===== config.mk =====
export PLATFORM = sky130hd
export DESIGN_NAME = rx_flow_governor
export DESIGN_NICKNAME = d
export VERILOG_FILES = /design/src/rtl/rfg_pkg.sv /design/src/rtl/rfg_cfg_regs.sv /design/src/rtl/rfg_level_watch.sv /design/src/rtl/rfg_cts_sync.sv /design/src/rtl/rfg_rx_filter.sv /design/src/rtl/rx_flow_governor.sv
export SDC_FILE = /design/constraint.sdc
export NUM_CORES = 1
export LEC_CHECK = 0
export CAP_MARGIN = 30
export CORE_MARGIN = 8
export CORE_UTILIZATION = 51
export CTS_CLUSTER_SIZE = 14
export DETAILED_ROUTE_END_ITERATION = 16
export PLACE_DENSITY = 0.92
export SLEW_MARGIN = 10
export SYNTH_ARGS = -nofsm -noshare
export SYNTH_HDL_FRONTEND = slang
export SYNTH_SLANG_ARGS = --single-unit
export TNS_END_PERCENT = 10

===== constraint.sdc =====
create_clock -name clk -period 1.85 [get_ports clk]
set_input_delay 0.37 -clock clk [delete_from_list [all_inputs] [get_ports clk]]
set_output_delay 0.37 -clock clk [all_outputs]
set_load 0.01 [all_outputs]

===== src/rtl/rfg_pkg.sv =====
package rfg_pkg;

  localparam logic [2:0] ADDR_HALT   = 3'd0;
  localparam logic [2:0] ADDR_RESUME = 3'd1;
  localparam logic [2:0] ADDR_XON    = 3'd2;
  localparam logic [2:0] ADDR_XOFF   = 3'd3;
  localparam logic [2:0] ADDR_MODE   = 3'd4;

  // mode register bit layout: [3] any_resume, [2] sw_en, [1] cts_en, [0] rts_en
  typedef struct packed {
    logic any_resume;
    logic sw_en;
    logic cts_en;
    logic rts_en;
  } mode_t;

endpackage


===== src/rtl/rfg_cfg_regs.sv =====
module rfg_cfg_regs
  import rfg_pkg::*;
#(
  parameter int RX_DEPTH    = 64,
  parameter int CHAR_W      = 8,
  parameter int HALT_INIT   = 48,
  parameter int RESUME_INIT = 16,
  parameter int XON_INIT    = 8'h11,
  parameter int XOFF_INIT   = 8'h13,
  localparam int LVL_W      = $clog2(RX_DEPTH + 1)
) (
  input  logic              clk,
  input  logic              rst_n,
  input  logic              cfg_we,
  input  logic [2:0]        cfg_addr,
  input  logic [CHAR_W-1:0] cfg_wdata,
  output logic [LVL_W-1:0]  halt_lvl,
  output logic [LVL_W-1:0]  resume_lvl,
  output logic [CHAR_W-1:0] xon_code,
  output logic [CHAR_W-1:0] xoff_code,
  output mode_t             mode
);

  function automatic logic [LVL_W-1:0] clamp_lvl(input logic [CHAR_W-1:0] v);
    if (int'(v) > RX_DEPTH) return LVL_W'(RX_DEPTH);
    return LVL_W'(v);
  endfunction

  always_ff @(posedge clk or negedge rst_n) begin
    if (!rst_n) begin
      halt_lvl   <= LVL_W'(HALT_INIT);
      resume_lvl <= LVL_W'(RESUME_INIT);
      xon_code   <= CHAR_W'(XON_INIT);
      xoff_code  <= CHAR_W'(XOFF_INIT);
      mode       <= '0;
    end else if (cfg_we) begin
      case (cfg_addr)
        ADDR_HALT:   halt_lvl   <= clamp_lvl(cfg_wdata);
        ADDR_RESUME: resume_lvl <= clamp_lvl(cfg_wdata);
        ADDR_XON:    xon_code   <= cfg_wdata;
        ADDR_XOFF:   xoff_code  <= cfg_wdata;
        ADDR_MODE:   mode       <= mode_t'(cfg_wdata[3:0]);
        default:     ;
      endcase
    end
  end

endmodule


===== src/rtl/rfg_level_watch.sv =====
module rfg_level_watch #(
  parameter int  RX_DEPTH = 64,
  localparam int LVL_W    = $clog2(RX_DEPTH + 1)
) (
  input  logic             clk,
  input  logic             rst_n,
  input  logic [LVL_W-1:0] rx_level,
  input  logic [LVL_W-1:0] halt_lvl,
  input  logic [LVL_W-1:0] resume_lvl,
  input  logic             sw_en,
  input  logic             flow_ready,
  output logic             hold_q,
  output logic             pend_q,
  output logic             pend_xoff_q
);

  logic hold_d;
  logic rise;
  logic fall;

  // hysteresis: enter at/above halt, leave at/below resume
  always_comb begin
    hold_d = hold_q;
    if (!hold_q && (rx_level >= halt_lvl))
      hold_d = 1'b1;
    else if (hold_q && (rx_level <= resume_lvl))
      hold_d = 1'b0;
  end

  assign rise = hold_d & ~hold_q;
  assign fall = ~hold_d & hold_q;

  always_ff @(posedge clk or negedge rst_n) begin
    if (!rst_n) begin
      hold_q      <= 1'b0;
      pend_q      <= 1'b0;
      pend_xoff_q <= 1'b0;
    end else begin
      hold_q <= hold_d;
      if (sw_en && (rise || fall)) begin
        // newest request wins over one not yet taken
        pend_q      <= 1'b1;
        pend_xoff_q <= rise;
      end else if (pend_q && flow_ready) begin
        pend_q <= 1'b0;
      end
    end
  end

endmodule


===== src/rtl/rfg_cts_sync.sv =====
module rfg_cts_sync #(
  parameter int STAGES = 2
) (
  input  logic clk,
  input  logic rst_n,
  input  logic cts_n,
  output logic cts_n_sync
);

  logic [STAGES-1:0] sync_q;

  always_ff @(posedge clk or negedge rst_n) begin
    if (!rst_n) sync_q <= '1;
    else        sync_q <= {sync_q[STAGES-2:0], cts_n};
  end

  assign cts_n_sync = sync_q[STAGES-1];

endmodule


===== src/rtl/rfg_rx_filter.sv =====
module rfg_rx_filter #(
  parameter int CHAR_W = 8
) (
  input  logic              clk,
  input  logic              rst_n,
  input  logic              rx_valid,
  input  logic [CHAR_W-1:0] rx_data,
  input  logic [CHAR_W-1:0] xon_code,
  input  logic [CHAR_W-1:0] xoff_code,
  input  logic              sw_en,
  input  logic              any_resume,
  output logic              fifo_valid,
  output logic [CHAR_W-1:0] fifo_data,
  output logic              xoff_pause
);

  logic is_xoff;
  logic is_xon;
  logic is_ctrl;

  assign is_xoff = (rx_data == xoff_code);
  assign is_xon  = (rx_data == xon_code) && !is_xoff;
  assign is_ctrl = sw_en && (is_xoff || is_xon);

  always_ff @(posedge clk or negedge rst_n) begin
    if (!rst_n) begin
      fifo_valid <= 1'b0;
      fifo_data  <= '0;
      xoff_pause <= 1'b0;
    end else begin
      fifo_valid <= rx_valid && !is_ctrl;
      if (rx_valid) fifo_data <= rx_data;
      if (!sw_en)
        xoff_pause <= 1'b0;
      else if (rx_valid) begin
        if (is_xoff)
          xoff_pause <= 1'b1;
        else if (is_xon || any_resume)
          xoff_pause <= 1'b0;
      end
    end
  end

endmodule


===== src/rtl/rx_flow_governor.sv =====
module rx_flow_governor
  import rfg_pkg::*;
#(
  parameter int  RX_DEPTH   = 64,
  parameter int  CHAR_W     = 8,
  parameter int  CTS_STAGES = 2,
  localparam int LVL_W      = $clog2(RX_DEPTH + 1)
) (
  input  logic              clk,
  input  logic              rst_n,
  input  logic              cfg_we,
  input  logic [2:0]        cfg_addr,
  input  logic [CHAR_W-1:0] cfg_wdata,
  input  logic [LVL_W-1:0]  rx_level,
  input  logic              rx_valid,
  input  logic [CHAR_W-1:0] rx_data,
  output logic              fifo_valid,
  output logic [CHAR_W-1:0] fifo_data,
  input  logic              cts_n,
  output logic              rts_n,
  output logic              tx_en,
  output logic              flow_valid,
  input  logic              flow_ready,
  output logic [CHAR_W-1:0] flow_data
);

  logic [LVL_W-1:0]  halt_lvl;
  logic [LVL_W-1:0]  resume_lvl;
  logic [CHAR_W-1:0] xon_code;
  logic [CHAR_W-1:0] xoff_code;
  mode_t             mode;
  logic              hold_q;
  logic              pend_q;
  logic              pend_xoff_q;
  logic              cts_n_sync;
  logic              xoff_pause;

  rfg_cfg_regs #(.RX_DEPTH(RX_DEPTH), .CHAR_W(CHAR_W)) u_regs (
    .clk, .rst_n, .cfg_we, .cfg_addr, .cfg_wdata,
    .halt_lvl, .resume_lvl, .xon_code, .xoff_code, .mode
  );

  rfg_level_watch #(.RX_DEPTH(RX_DEPTH)) u_watch (
    .clk, .rst_n, .rx_level, .halt_lvl, .resume_lvl,
    .sw_en(mode.sw_en), .flow_ready, .hold_q, .pend_q, .pend_xoff_q
  );

  rfg_cts_sync #(.STAGES(CTS_STAGES)) u_cts (
    .clk, .rst_n, .cts_n, .cts_n_sync
  );

  rfg_rx_filter #(.CHAR_W(CHAR_W)) u_filter (
    .clk, .rst_n, .rx_valid, .rx_data, .xon_code, .xoff_code,
    .sw_en(mode.sw_en), .any_resume(mode.any_resume),
    .fifo_valid, .fifo_data, .xoff_pause
  );

  assign rts_n      = mode.rts_en & hold_q;
  assign flow_valid = pend_q;
  assign flow_data  = pend_xoff_q ? xoff_code : xon_code;
  assign tx_en      = !(mode.cts_en & cts_n_sync) && !xoff_pause && !pend_q;

endmodule


* Word-level counts from Yosys, hierarchy flattened
Cells that the tools add are included.
** Word-level totals
- Bits in latches :: 0
- Bits in writable memories :: 0
- Bits in registers :: 49
- Input bits :: 32
- Output and inout bits :: 20
- Word-level logic and storage cells :: 75
- Memories :: 0
- Bits in read-only memories :: 0
** Operators by class
- Divide/modulo/power cells :: 0
- Multipliers :: 0
- $lt $le $gt $ge :: 3
- Shift-type cells :: 0
- Eq/ne operators :: 8
- Bitwise gates (word level) :: 6
- Add/subtract/negate cells :: 0
- Multiplexer cells :: 17
- Reductions and logical operators :: 26
** Operators with widths (count)
- 2-to-1 mux 7 bit :: 3
- equality test 8 bit :: 2
- 2-to-1 mux 1 bit :: 13
- AND reduction 2 bit :: 6
- logical AND 1 bit :: 9
- > comparator 8 x 7 -> 1 bit, second input constant :: 1
- 2-to-1 mux 8 bit :: 1
- greater-or-equal comparator 7 bit :: 1
- <= comparator 7 bit :: 1
- equality test 3 x 2 -> 1 bit, second input constant :: 2
- logical NOT 1 bit :: 6
- bitwise AND 1 bit :: 4
- equality test 3 x 1 -> 1 bit, second input constant :: 1
- equality test 3 bit, second input constant :: 1
- logical NOT 3 bit :: 1
- logical OR 1 bit :: 3
- != test 3 x 1 -> 1 bit, second input constant :: 1
- != test 2 bit, second input constant :: 1
- inverter 1 bit :: 2
- nonzero test 2 bit :: 1

* Depth between registers and ports, before layout
Gate-level depths: netlist (run 1).
- Depth after elaboration :: 9
- Depth in mapped cells :: 7
- Gate-level depth less buffers :: 7

* Hierarchy
Synthesis (run 1) repeated with hierarchy kept, for this count alone.
** Unflattened totals
- Cells, all modules :: 201
- Area, all modules :: 2640.0 µm²
** Modules (own cells, without submodules)
- rfg_cfg_regs :: instances 1, cells an instance 84, seq. area each 860.8 µm², area an instance 1405.1 µm²
- rfg_rx_filter :: instances 1, cells an instance 46, seq. area each 250.2 µm², area an instance 555.5 µm²
- rfg_level_watch :: instances 1, cells an instance 58, seq. area each 75.1 µm², area an instance 481.7 µm²
- rx_flow_governor :: instances 1, cells an instance 11, seq. area each 0.0 µm², area an instance 145.1 µm²
- rfg_cts_sync :: instances 1, cells an instance 2, seq. area each 52.6 µm², area an instance 52.6 µm²

* Worst setup path before layout (run 1)
Ideal clock, no wire load.
- Path type :: reg-to-reg
- From :: register u_regs.resume_lvl[4]
- To :: register u_watch.pend_xoff_q
- Buffers on the path :: 0
- Cell stages (with the launch flop) :: 8
- Period minus slack after synthesis :: 1658 ps
- Setup time :: 125 ps
- Data arrival time :: 1533 ps
- Setup slack :: 192 ps
- Data required time :: 1725 ps
- Path through :: dfstp_2 -> inv_1 -> ha_1 -> a211oi_1 -> nor2_1 -> o31ai_2 -> a21bo_2 -> a21oi_1
** Between the ends
- Word-level cells in the longest chain between the ends :: 8
- Elaborated cells on any way between the ends :: 9
- Classes of those cells :: order compare: 1; mux: 2; bitwise: 3; reduce/logical: 3
** RTL lines
- start, declared :: RTL line rfg_cfg_regs.sv:18 : output logic [LVL_W-1:0] resume_lvl,
- start signal, assigned :: RTL line rfg_cfg_regs.sv:32 : resume_lvl <= LVL_W'(RESUME_INIT);
- start signal, assigned :: RTL line rfg_cfg_regs.sv:39 : ADDR_RESUME: resume_lvl <= clamp_lvl(cfg_wdata);
- <= comparator 7 bit * :: RTL line rfg_level_watch.sv:26 : else if (hold_q && (rx_level <= resume_lvl))
- logical AND 1 bit * :: RTL line rfg_level_watch.sv:26
- 2-to-1 mux 1 bit * :: RTL line rfg_level_watch.sv:26
- 2-to-1 mux 1 bit * :: RTL line rfg_level_watch.sv:24 : if (!hold_q && (rx_level >= halt_lvl))
- inverter 1 bit :: RTL line rfg_level_watch.sv:31 : assign fall = ~hold_d & hold_q;
- bitwise AND 1 bit :: RTL line rfg_level_watch.sv:31
- logical OR 1 bit :: RTL line rfg_level_watch.sv:40 : if (sw_en && (rise || fall)) begin
- logical AND 1 bit :: RTL line rfg_level_watch.sv:40
- end signal, assigned :: RTL line rfg_level_watch.sv:43 : pend_xoff_q <= rise;
- end, declared :: RTL line rfg_level_watch.sv:14 : output logic pend_xoff_q
Mark *: on every way between the ends. The rest lies on a longest branch, timed or not.
A chain may end at the register's enable or synchronous reset.

* Final worst setup path (run 1)
- From :: register u_watch.pend_xoff_q
- To :: output port flow_data[5]
** Between the ends
- Word-level cells in the longest chain between the ends :: 1
** RTL lines
- 2-to-1 mux 8 bit :: RTL line rx_flow_governor.sv:60 : assign flow_data = pend_xoff_q ? xoff_code : xon_code;
- end, declared :: RTL line rx_flow_governor.sv:24 : output logic [CHAR_W-1:0] flow_data
No other way between the ends.

==> results of run 1 <==
-- synthesized netlist by cell type (2+ instances only) --
cell | instances | share of area [%]
xnor2_1 | 16 | 5.6
dfstp_2 | 10 | 10
nand3b_1 | 2 | 0.60
nand4_1 | 7 | 1.7
buf_2 | 4 | 0.80
mux2_2 | 32 | 14
and3_1 | 2 | 0.50
and2_1 | 2 | 0.50
inv_1 | 15 | 2.2
dfrtp_1 | 39 | 39
nand3_1 | 2 | 0.40
ha_1 | 14 | 7.0
mux2_4 | 4 | 2.4
nor2_1 | 5 | 0.75
nand2_1 | 23 | 3.4
a211oi_1 | 2 | 0.60
a21oi_1 | 5 | 1.0
o21ai_0 | 19 | 3.8
-- stage by stage --
step | power [mW] | TNS, ns
CTS | 3.061 | 0
global route | 3.239 | -0.002461
global placement | 2.427 | -0.5240
floorplan | 1.984 | 0
finish | 3.063 | 0
detailed placement | 2.468 | -0.9813
-- power by group through the flow --
stage	Clock (mW)	Sequential [mW]	Combinational, mW
global route	0.662	1.46	1.12
global placement	0	1.47	0.961
finish	0.596	1.44	1.03
detailed placement	0	1.48	0.990
CTS	0.618	1.43	1.01
floorplan	0	1.41	0.569
-- timing repair --
| action | in CTS | in global routing |
|---|---|---|
| pin swaps | 0 | 3 |
| endpoints found under the setup margin | 9 | 5 |
| hold endpoints to repair | 0 | 0 |
| resized for setup | 11 | 9 |
| setup buffers | 3 | 0 |
-- cell type report --
| class | count | area (µm²) | share of cell area (%) |
|---|---|---|---|
| timing repair buffer | 62 | 579.3 | 17.84 |
| clock inverter | 2 | 10.01 | 0.3083 |
| multi-input combinational | 148 | 1205 | 37.11 |
| clock buffer | 6 | 72.57 | 2.235 |
| sequential | 49 | 1240 | 38.19 |
| inverter | 15 | 56.30 | 1.734 |
| tap | 67 | 83.83 | 2.582 |
-- layer usage --
layer	wire length [µm]	global-route usage (%)	vias up
li1	-	-	883
met1	2439	18.59	916
met2	3224	29.11	44
met3	274	5.444	4
met4	40	4.777	0
met5	0	0	-
-- cells by family after synthesis --
logic type | Yosys count | synth area share (%)
AO/OA/AOI/OAI | 33 | 7.827
XOR/XNOR | 16 | 5.583
adder cells (fa/ha/maj) | 14 | 6.979
buffers and inverters | 20 | 3.489
flip-flops | 49 | 49.35
multiplexers | 36 | 16.75
AND/OR/NAND/NOR | 49 | 10.02
-- sequential cells by signal, summed over array words and instances, names as in the netlist, 2 cells and up --
name,count
u_filter.fifo_data,8
u_regs.xoff_code,8
u_regs.xon_code,8
u_regs.halt_lvl,7
u_regs.resume_lvl,7
u_regs.mode,4
u_cts.sync_q,2
-- how the worst max path moves through the flow --
stage / start / to / slack, ns / cells after the start
5_1_grt: u_watch.pend_xoff_q / flow_data[5] / -0.002 / 3
2_1_floorplan: u_regs.resume_lvl[4] / u_watch.pend_xoff_q / 0.19 / 7
4_1_cts: u_watch.pend_xoff_q / flow_data[6] / 0.02 / 3
6_report: u_watch.pend_xoff_q / flow_data[5] / 0.03 / 3
3_3_place_gp: rx_level[0] / u_watch.pend_q / -0.18 / 8
3_5_place_dp: rx_level[6] / u_watch.pend_q / -0.23 / 7
-- worst reg2reg max path, stage by stage, from the launching register on --
cell and delay [ns]:
dfstp_2 0.53, inv_1 0.06, ha_4 0.22, a211oi_2 0.17
nor2_1 0.09, o31ai_2 0.31, a21bo_2 0.18, a21oi_1 0.07
-- placed cells by master, fill, tap and decap left out, types with 4 or more instances in the layout --
cell	instances
ha_1	13
clkdlybuf4s50_1	41
mux2_4	4
nor2_1	5
inv_1	15
a21oi_1	4
dlygate4sd2_1	7
o21ai_0	17
xnor2_1	16
dfrtp_1	38
mux2_2	32
nand4_1	7
clkbuf_8	5
nand2_1	23
dfstp_2	10
buf_4	11
==> flow_summary_export.csv, run 1 <==
group,metric,value,unit
pwr,clockPowerShare,19.5,%
grt,antenna_found_initial,0,
placed_design,place_area,3128,µm²
worst_setup_path,reg2reg_from,"u_regs.resume_lvl[4]",
worst_setup_path,required,1.48,ns
finish,area_growth,29.36,%
routing,first_pass_iters,4,
grt,grt_pass1_vias,1998,
pwr,power_density,943.3,nW/µm²
floorplan,ios,52,
finish,design_area,3247,µm²
finish,fin_util,68.74,%
pwr,leakage,1.358,nW
clocking,clockBufferDepth,2,
pwr,peakVddDrop,0.5404,mV
worst_setup_path,crit_slowest_cell,"dfrtp_2",
timing,fin_crit_sh,98.24,%
run_status,run_status,"completed",
timing,whs,0.1499,ns
placed_design,io_buffers,51,
routing,route.vias.total,1847,
clocking,htree_levels,2,
worst_setup_path,worstPathCellList,"buf_4, mux2_2, dlygate4sd2_1",
worst_setup_path,r2r-end,"u_watch.pend_xoff_q",
grt,grt-ovfl-total,0,
routing,drt_iter0_drc,70,
placed_design,gp_congestion,0.7731,
finish,drive_gt1_share,26.60,%
finish,instances_no_fill,349,
worst_hold_path,min_path_type,"input pin to async pin",
logic_synthesis,synth_top_flop_cell,"dfrtp_1",
floorplan,num_rows,25,
logic_synthesis,async_flop_share,100.0,%
floorplan,dieWidth,86.15,µm
worst_setup_path,r2r_slack,0.09,ns
clocking,clock_sinks,49,
worst_setup_path,crit_family,"buffers and inverters",
timing,max-slew-margin-rel,60.37,%
logic_synthesis,synth.avg_cell_area,11.57,µm²
clocking,hold_buffers,0,
pwr,p_seq_share,46.9,%
grt,grt_util_all_layers,16.60,%
finish,num_antenna_cells,0,
worst_setup_path,ff2ff_path_depth,7,
worst_setup_path,cp-end-kind,"output pin",
timing,rsz0062_at_grt,"yes",
placed_design,dp_slack,-0.2269,ns
logic_synthesis,synth_cell_types,32,
logic_synthesis,ys_ff_latch,49,
pwr,p_int,2.131,mW
timing,timing.final.ws_setup,0.03249,ns
finish,fillers,350,
floorplan,start_util,53.14,%
routing,drc,0,
routing,wire_per_inst,17.13,µm
logic_synthesis,ys_seq_area_share,49.35,%
pwr,p_sw_share,30.43,%
floorplan,core,4723,µm²
worst_setup_path,slowest_delay,0.36,ns
timing,fmax,550.2,MHz
logic_synthesis,synth_nets,263,
logic_synthesis,synth-edff-count,0,
worst_setup_path,worstPathArrival,1.45,ns
worst_setup_path,path_class,"flop to output pin",
placed_design,place_inst,338,
routing,viasPerCell,5.292,
logic_synthesis,yosysWarnings,0,
clocking,clkTransAtPathRegs,0.09,ns
floorplan,die-area,7422,µm²
placed_design,dp_hpwl,4255,µm
timing,hold_viol,0,
clocking,numCtsBuffers,5,
logic_synthesis,netlist_area,2510,µm²
clocking,cts_tree,"built",
pwr,p_sw,932.1,µW
timing,period_minus_slack,1.818,ns
routing,wl,5979,µm
logic_synthesis,syn_inst,217,
finish,nets,327,
grt,grt_max_degree,50,
routing,drtAntennaViolNets,0,
timing,setup_viol,0,
clocking,root_buffer,"clkbuf_8",
job,maxCapViolations,0,
timing,maxSlewViolCount,0,
floorplan,die_h,86.15,µm
timing,worstMarginPinSlew,0.5945,ns
timing,finClkSkew,0.008332,ns
clocking,clkLatencyLatePin,0.30,ns
worst_setup_path,critical_path_buf_inv_count,2,
grt,grt_pass1_wl,9660,µm
worst_setup_path,start_kind,"flop",
pwr,share_comb_of_total_power,33.7,%
worst_setup_path,critPathMaxFanout,5,
(Power assumes the default switching activity.)
==> run 2: changes to the inputs <==
CORE_UTILIZATION = 46   (was 51)
GPL_TIMING_DRIVEN = 0   (was unset)
HOLD_SLACK_MARGIN = 0.05   (was unset)
PLACE_DENSITY = 0.88   (was 0.92)
clock period = 1.6 ns   (was 1.85 ns; I/O delays follow)
==> flow_summary_export.csv, run 2 (synthesis results as in run 1) <==
group,metric,value,unit
timing,setup_viol,9,
finish,drive_gt1_share,30.22,%
pwr,power_density,1142,nW/µm²
floorplan,die-area,8076,µm²
grt,grt-ovfl-total,0,
finish,nets,323,
grt,antenna_found_initial,0,
worst_setup_path,crit_slowest_cell,"clkdlybuf4s50_1",
placed_design,dp_slack,-0.5154,ns
placed_design,dp_hpwl,4344,µm
clocking,clockBufferDepth,2,
job,maxCapViolations,0,
finish,instances_no_fill,350,
timing,max-slew-margin-rel,57.10,%
floorplan,dieWidth,89.87,µm
finish,fin_util,61.24,%
run_status,run_status,"finished with violations",
routing,drc,0,
timing,fmax,587.8,MHz
floorplan,num_rows,27,
worst_setup_path,worstPathCellList,"clkdlybuf4s50_1, ha_1, a21oi_2, a21oi_2, o31ai_2, o211ai_1, o21ai_1",
finish,layout_commonest_cell,"clkdlybuf4s50_1",
worst_setup_path,cp-end-kind,"flop",
placed_design,io_buffers,51,
pwr,clockPowerShare,24.2,%
pwr,peakVddDrop,0.6783,mV
clocking,numCtsBuffers,5,
timing,hold_viol,0,
clocking,root_buffer,"clkbuf_8",
floorplan,core,5371,µm²
clocking,cts_tree,"built",
timing,finClkSkew,0.006835,ns
finish,fillers,418,
pwr,finalPower,3.756,mW
placed_design,gp_congestion,0.7973,
finish,area_growth,31.06,%
worst_setup_path,required,1.83,ns
pwr,leakage,1.361,nW
run_status,violations,"setup timing",
finish,num_antenna_cells,0,
timing,worstMarginPinSlew,0.6436,ns
routing,first_pass_iters,4,
pwr,share_comb_of_total_power,31.8,%
worst_setup_path,critPathMaxFanout,3,
worst_setup_path,cpMostUsedCell,"a21oi_2",
pwr,p_sw_share,28.77,%
timing,maxSlewViolCount,0,
finish,largest_registers,"u_filter.fifo_data (8), u_regs.xoff_code (8), u_regs.xon_code (8)",
timing,whs,0.3583,ns
worst_setup_path,r2r_slack,-0.09,ns
pwr,p_sw,1.081,mW
grt,grt_pass1_vias,2029,
timing,timing.final.ws_setup,-0.1013,ns
worst_hold_path,min_path_type,"flop to flop",
placed_design,place_inst,341,
routing,wire_per_inst,15.90,µm
timing,rsz0062_at_grt,"yes",
worst_setup_path,path_class,"input pin to flop",
worst_setup_path,slowest_delay,0.44,ns
timing,period_minus_slack,1.701,ns
clocking,clkTransAtPathRegs,0.08,ns
worst_setup_path,start_kind,"input pin",
finish,final_cell_mix,"40 x clkdlybuf4s50_1, 39 x dfrtp_1, 31 x mux2_2, 22 x nand2_1, 17 x o21ai_0",
routing,drt_iter0_drc,68,
routing,route.vias.total,1840,
clocking,htree_levels,2,
floorplan,ios,52,
worst_setup_path,worstPathArrival,1.93,ns
timing,fin_crit_sh,106.3,%
clocking,clock_sinks,49,
routing,wl,5564,µm
pwr,p_int,2.675,mW
clocking,clkLatencyLatePin,0.30,ns
floorplan,start_util,46.73,%
routing,viasPerCell,5.257,
pwr,p_seq_share,44.0,%
grt,grt_pass1_wl,9577,µm
floorplan,die_h,89.87,µm
grt,grt_max_degree,27,
routing,drtAntennaViolNets,0,
grt,grt_util_all_layers,14.32,%
==> run 2: cell count changes in the layout (fill, tap and decap cells not counted), moves of 6 or more <==
cell | before | now
buf_2 | 1 | 8
dlygate4sd2_1 | 7 | 1
buf_6 | 0 | 6
buf_4 | 11 | 0
==> run 2: path summary, 6_finish.rpt <==
check / end / startpoint / cells past startpoint
worst min-delay path: u_cts.sync_q[1] / u_cts.sync_q[0] / 0
max in group asynchronous: u_regs.xoff_code[0] / rst_n / 3
worst max-delay path: u_watch.pend_q / rx_level[2] / 7
worst min register to register: u_cts.sync_q[1] / u_cts.sync_q[0] / 0
worst max register to register: u_watch.pend_q / u_regs.resume_lvl[4] / 7
min in group asynchronous: u_regs.resume_lvl[1] / rst_n / 2
==> run 2: metrics by stage <==
stage	setup TNS, ns	area (µm²)
5_1_grt	-0.8496	3289
2_1_floorplan	0	2527
4_1_cts	-0.3587	3259
3_5_place_dp	-6.990	3151
6_report	-0.2889	3289
3_3_place_gp	-54.98	3128
==> run 2: worst max-delay path: cells and delay by family <==
family                   cells  cell delay, ns
AO/OA/AOI/OAI                5            0.84
buffers and inverters        1            0.44
adder cells (fa/ha/maj)      1            0.33
==> run 2: area by class of cell <==
class                           instances  area (µm²)  share of cell area [%]
Buffer                                  5       37.54                   1.141
Clock buffer                            7       86.33                   2.625
Clock inverter                          1       30.03                  0.9129
Inverter                               15       56.30                   1.712
Multi-Input combinational cell        148        1229                   37.35
Sequential cell                        49        1239                   37.66
Tap cell                               72       90.09                   2.739
Timing Repair Buffer                   53       521.8                   15.86
==> run 2: layer usage <==
metal	GRT usage (%)	vias up	share of wire [%]
met5	0	-	0
met4	4.716	0	2.2
met3	3.574	12	4.5
met2	25.03	55	50
met1	16.69	902	43
li1	-	871	-
==> run 2: timing repair <==
action / 4_1_cts / 5_1_grt
hold buffers: 1 / 0
hold endpoints to repair: 19 / 0
buffers inserted: 0 / 0
gates resized for setup: 40 / 12
pin swaps: 3 / 5
setup endpoints to repair: 13 / 14
==> run 2: power by group through the flow <==
| stage | clock, mW | sequential [mW] | combinational, mW |
|---|---|---|---|
| finish | 0.908 | 1.65 | 1.19 |
| global route | 0.972 | 1.69 | 1.31 |
| CTS | 0.924 | 1.65 | 1.17 |
| detailed placement | 0 | 1.67 | 1.20 |
| global placement | 0 | 1.66 | 1.16 |
| floorplan | 0 | 1.64 | 0.667 |
==> run 3: changes to the inputs <==
ABC_AREA = 1   (was unset)
PLACE_DENSITY = 0.87   (was 0.88)
==> flow_summary_export.csv, run 3 <==
group,metric,value,unit
run_status,run_status,"finished with violations",
run_status,violations,"setup timing",
worst_setup_path,r2r_slack,-0.01,ns
worst_setup_path,reg2reg_from,"u_regs.resume_lvl[4]",
clocking,clkLatencyLatePin,0.30,ns
timing,timing.final.ws_setup,-0.03392,ns
routing,drtAntennaViolNets,0,
timing,maxSlewViolCount,0,
timing,fmax,612.0,MHz
logic_synthesis,synth_area_leader_cell,"dfrtp_1",
timing,max-slew-margin-rel,67.68,%
timing,whs,0.3585,ns
timing,rsz0062_at_grt,"yes",
floorplan,ios,52,
clocking,cts_tree,"built",
worst_hold_path,min_path_type,"flop to flop",
routing,drc,0,
worst_hold_path,holdPathEnd,"u_cts.sync_q[1]",
floorplan,die_h,91.13,µm
placed_design,place_inst,438,
logic_synthesis,netlist_area,2596,µm²
clocking,clock_sinks,49,
grt,grt_pass1_wl,10690,µm
worst_setup_path,start_kind,"flop",
placed_design,io_buffers,51,
pwr,leakage,1.619,nW
floorplan,core,5473,µm²
logic_synthesis,netlist.area_leader.share,37.59,%
logic_synthesis,netlist_top_cells_count,"100 x nand2_1, 41 x inv_1, 39 x dfrtp_1",
clocking,clkTransAtPathRegs,0.08,ns
finish,final_cell_mix,"99 x nand2_1, 40 x inv_1, 39 x clkdlybuf4s50_1, 39 x dfrtp_1, 35 x o21ai_0",
clocking,htree_levels,2,
finish,largest_registers,"u_filter.fifo_data (8), u_regs.xoff_code (8), u_regs.xon_code (8)",
timing,period_minus_slack,1.634,ns
worst_setup_path,slowest_delay,0.41,ns
worst_setup_path,required,1.28,ns
floorplan,die-area,8304,µm²
routing,route.vias.total,2307,
finish,instances_no_fill,449,
clocking,clockBufferDepth,2,
finish,drive_gt1_share,17.24,%
job,maxCapViolations,0,
clocking,numCtsBuffers,5,
pwr,peakVddDrop,0.6440,mV
pwr,finalPower,3.720,mW
finish,nets,422,
grt,antenna_found_initial,0,
worst_setup_path,critical_path_buf_inv_count,2,
logic_synthesis,syn_inst,314,
worst_setup_path,ff2ff_path_depth,9,
routing,wl,6541,µm
logic_synthesis,synth.avg_cell_area,8.268,µm²
worst_setup_path,path_class,"flop to output pin",
timing,finClkSkew,0.002147,ns
logic_synthesis,ys_ff_latch,49,
timing,setup_viol,4,
worst_setup_path,critPathMaxFanout,3,
logic_synthesis,yosysMostFrequentCell,"nand2_1",
pwr,power_density,1090,nW/µm²
timing,fin_crit_sh,102.1,%
worst_setup_path,cp-end-kind,"output pin",
worst_setup_path,crit_family,"flip-flops",
floorplan,dieWidth,91.13,µm
worst_hold_path,min_from,"u_cts.sync_q[0]",
finish,fillers,454,
finish,design_area,3415,µm²
placed_design,place_area,3212,µm²
worst_setup_path,worstPathArrival,1.31,ns
logic_synthesis,synth_top_flop_cell,"dfrtp_1",
timing,worstMarginPinSlew,0.4849,ns
logic_synthesis,netlist_top_cells_area,"dfrtp_1 38%, nand2_1 14%, dfstp_2 10%",
logic_synthesis,synth-edff-count,0,
routing,viasPerCell,5.138,
finish,layout_commonest_cell,"nand2_1",
floorplan,num_rows,27,
worst_setup_path,crit_slowest_cell,"dfrtp_1",
finish,area_growth,31.52,%
logic_synthesis,async_flop_share,100.0,%
placed_design,gp_congestion,0.7860,
placed_design,dp_hpwl,5026,µm
logic_synthesis,yosysWarnings,0,
worst_hold_path,hold_depth,0,
timing,hold_viol,0,
worst_setup_path,worstPathCellList,"buf_4, mux2_2, buf_2",
finish,num_antenna_cells,0,
clocking,root_buffer,"clkbuf_8",
grt,grt_max_degree,29,
grt,grt_util_all_layers,15.70,%
floorplan,start_util,47.44,%
grt,grt_pass1_vias,2400,
routing,first_pass_iters,4,
grt,grt-ovfl-total,0,
routing,wire_per_inst,14.57,µm
logic_synthesis,synth_cell_types,25,
logic_synthesis,ys_seq_area_share,47.71,%
routing,drt_iter0_drc,170,
logic_synthesis,synth_nets,360,
worst_setup_path,r2r-end,"u_watch.pend_xoff_q",
## run 3: cell types whose count changed after synthesis, sizes merged, moves of 3 or more
cell / delta
a21oi: +7
inv: +29
mux2: -33
nand2: +77
nand3: +6
nand4: -3
nor2: +9
o21ai: +23
xnor2: -5
## run 3: logic make-up after synthesis
family / synth area share (%)
AND/OR/NAND/NOR: 20.87
AO/OA/AOI/OAI: 12.00
buffers and inverters: 7.663
flip-flops: 47.71
adder cells (fa/ha/maj): 6.747
XOR/XNOR: 3.711
multiplexers: 1.301
## run 3: report_power, final
part	switching, mW	internal, mW
clock network	0.380	0.509
logic	0.640	0.574
registers	0.162	1.46
## run 3: metal layers
layer	share of wire (%)	wire, µm	vias up	track usage (%)
met5	0	0	-	0
met4	2.2	143	0	7.231
met3	5.7	375	16	3.621
met2	52	3417	83	28.66
met1	40	2604	1091	16.76
li1	-	-	1117	-
## run 3: worst register-to-register path, cell delays in order (launching register included)
cell	delay [ns]
dfstp_2	0.54
inv_2	0.05
ha_4	0.26
nand2_2	0.05
nor2_2	0.12
nand4_1	0.15
nand3_2	0.12
nand3_2	0.08
nand2_1	0.08
o21ai_1	0.06
## run 3: what timing repair did
item                                    in CTS  in global routing
hold endpoints to repair                    16                  0
endpoints found under the setup margin      12                 12
pin swaps                                    2                  8
gates resized for setup                     35                 23
hold buffers                                 1                  0
setup buffers                                2                  0
## run 3: worst max path at each step
stage	startpoint	depth (start not counted)	end
floorplan	u_regs.resume_lvl[4]	9	u_watch.pend_xoff_q
global placement	rst_n	1	u_regs.halt_lvl[1]
detailed placement	rx_level[0]	9	u_watch.pend_q
CTS	u_watch.pend_xoff_q	4	flow_data[4]
global route	u_regs.resume_lvl[4]	9	u_watch.pend_xoff_q
finish	u_watch.pend_xoff_q	3	flow_data[3]
## run 3: cell type report
class	instances	area (µm²)	area share (%)
Buffer	6	41.29	1.209
Clock buffer	7	86.33	2.528
Clock inverter	1	30.03	0.8794
Inverter	44	165.2	4.837
Multi-Input combinational cell	215	1251	36.64
Sequential cell	49	1239	36.28
Tap cell	72	90.09	2.638
Timing Repair Buffer	55	511.7	14.99
## run 3: stage by stage
step,setup TNS [ns],util (%),worst slack (ns)
after global placement,-51.25,58.41,-1.082
after CTS,-0.3229,61.18,-0.07758
after detailed placement,-3.933,58.69,-0.3863
final,-0.1046,62.39,-0.03392
after global routing,-0.3616,62.39,-0.1024
after floorplan,0,-,0.1148
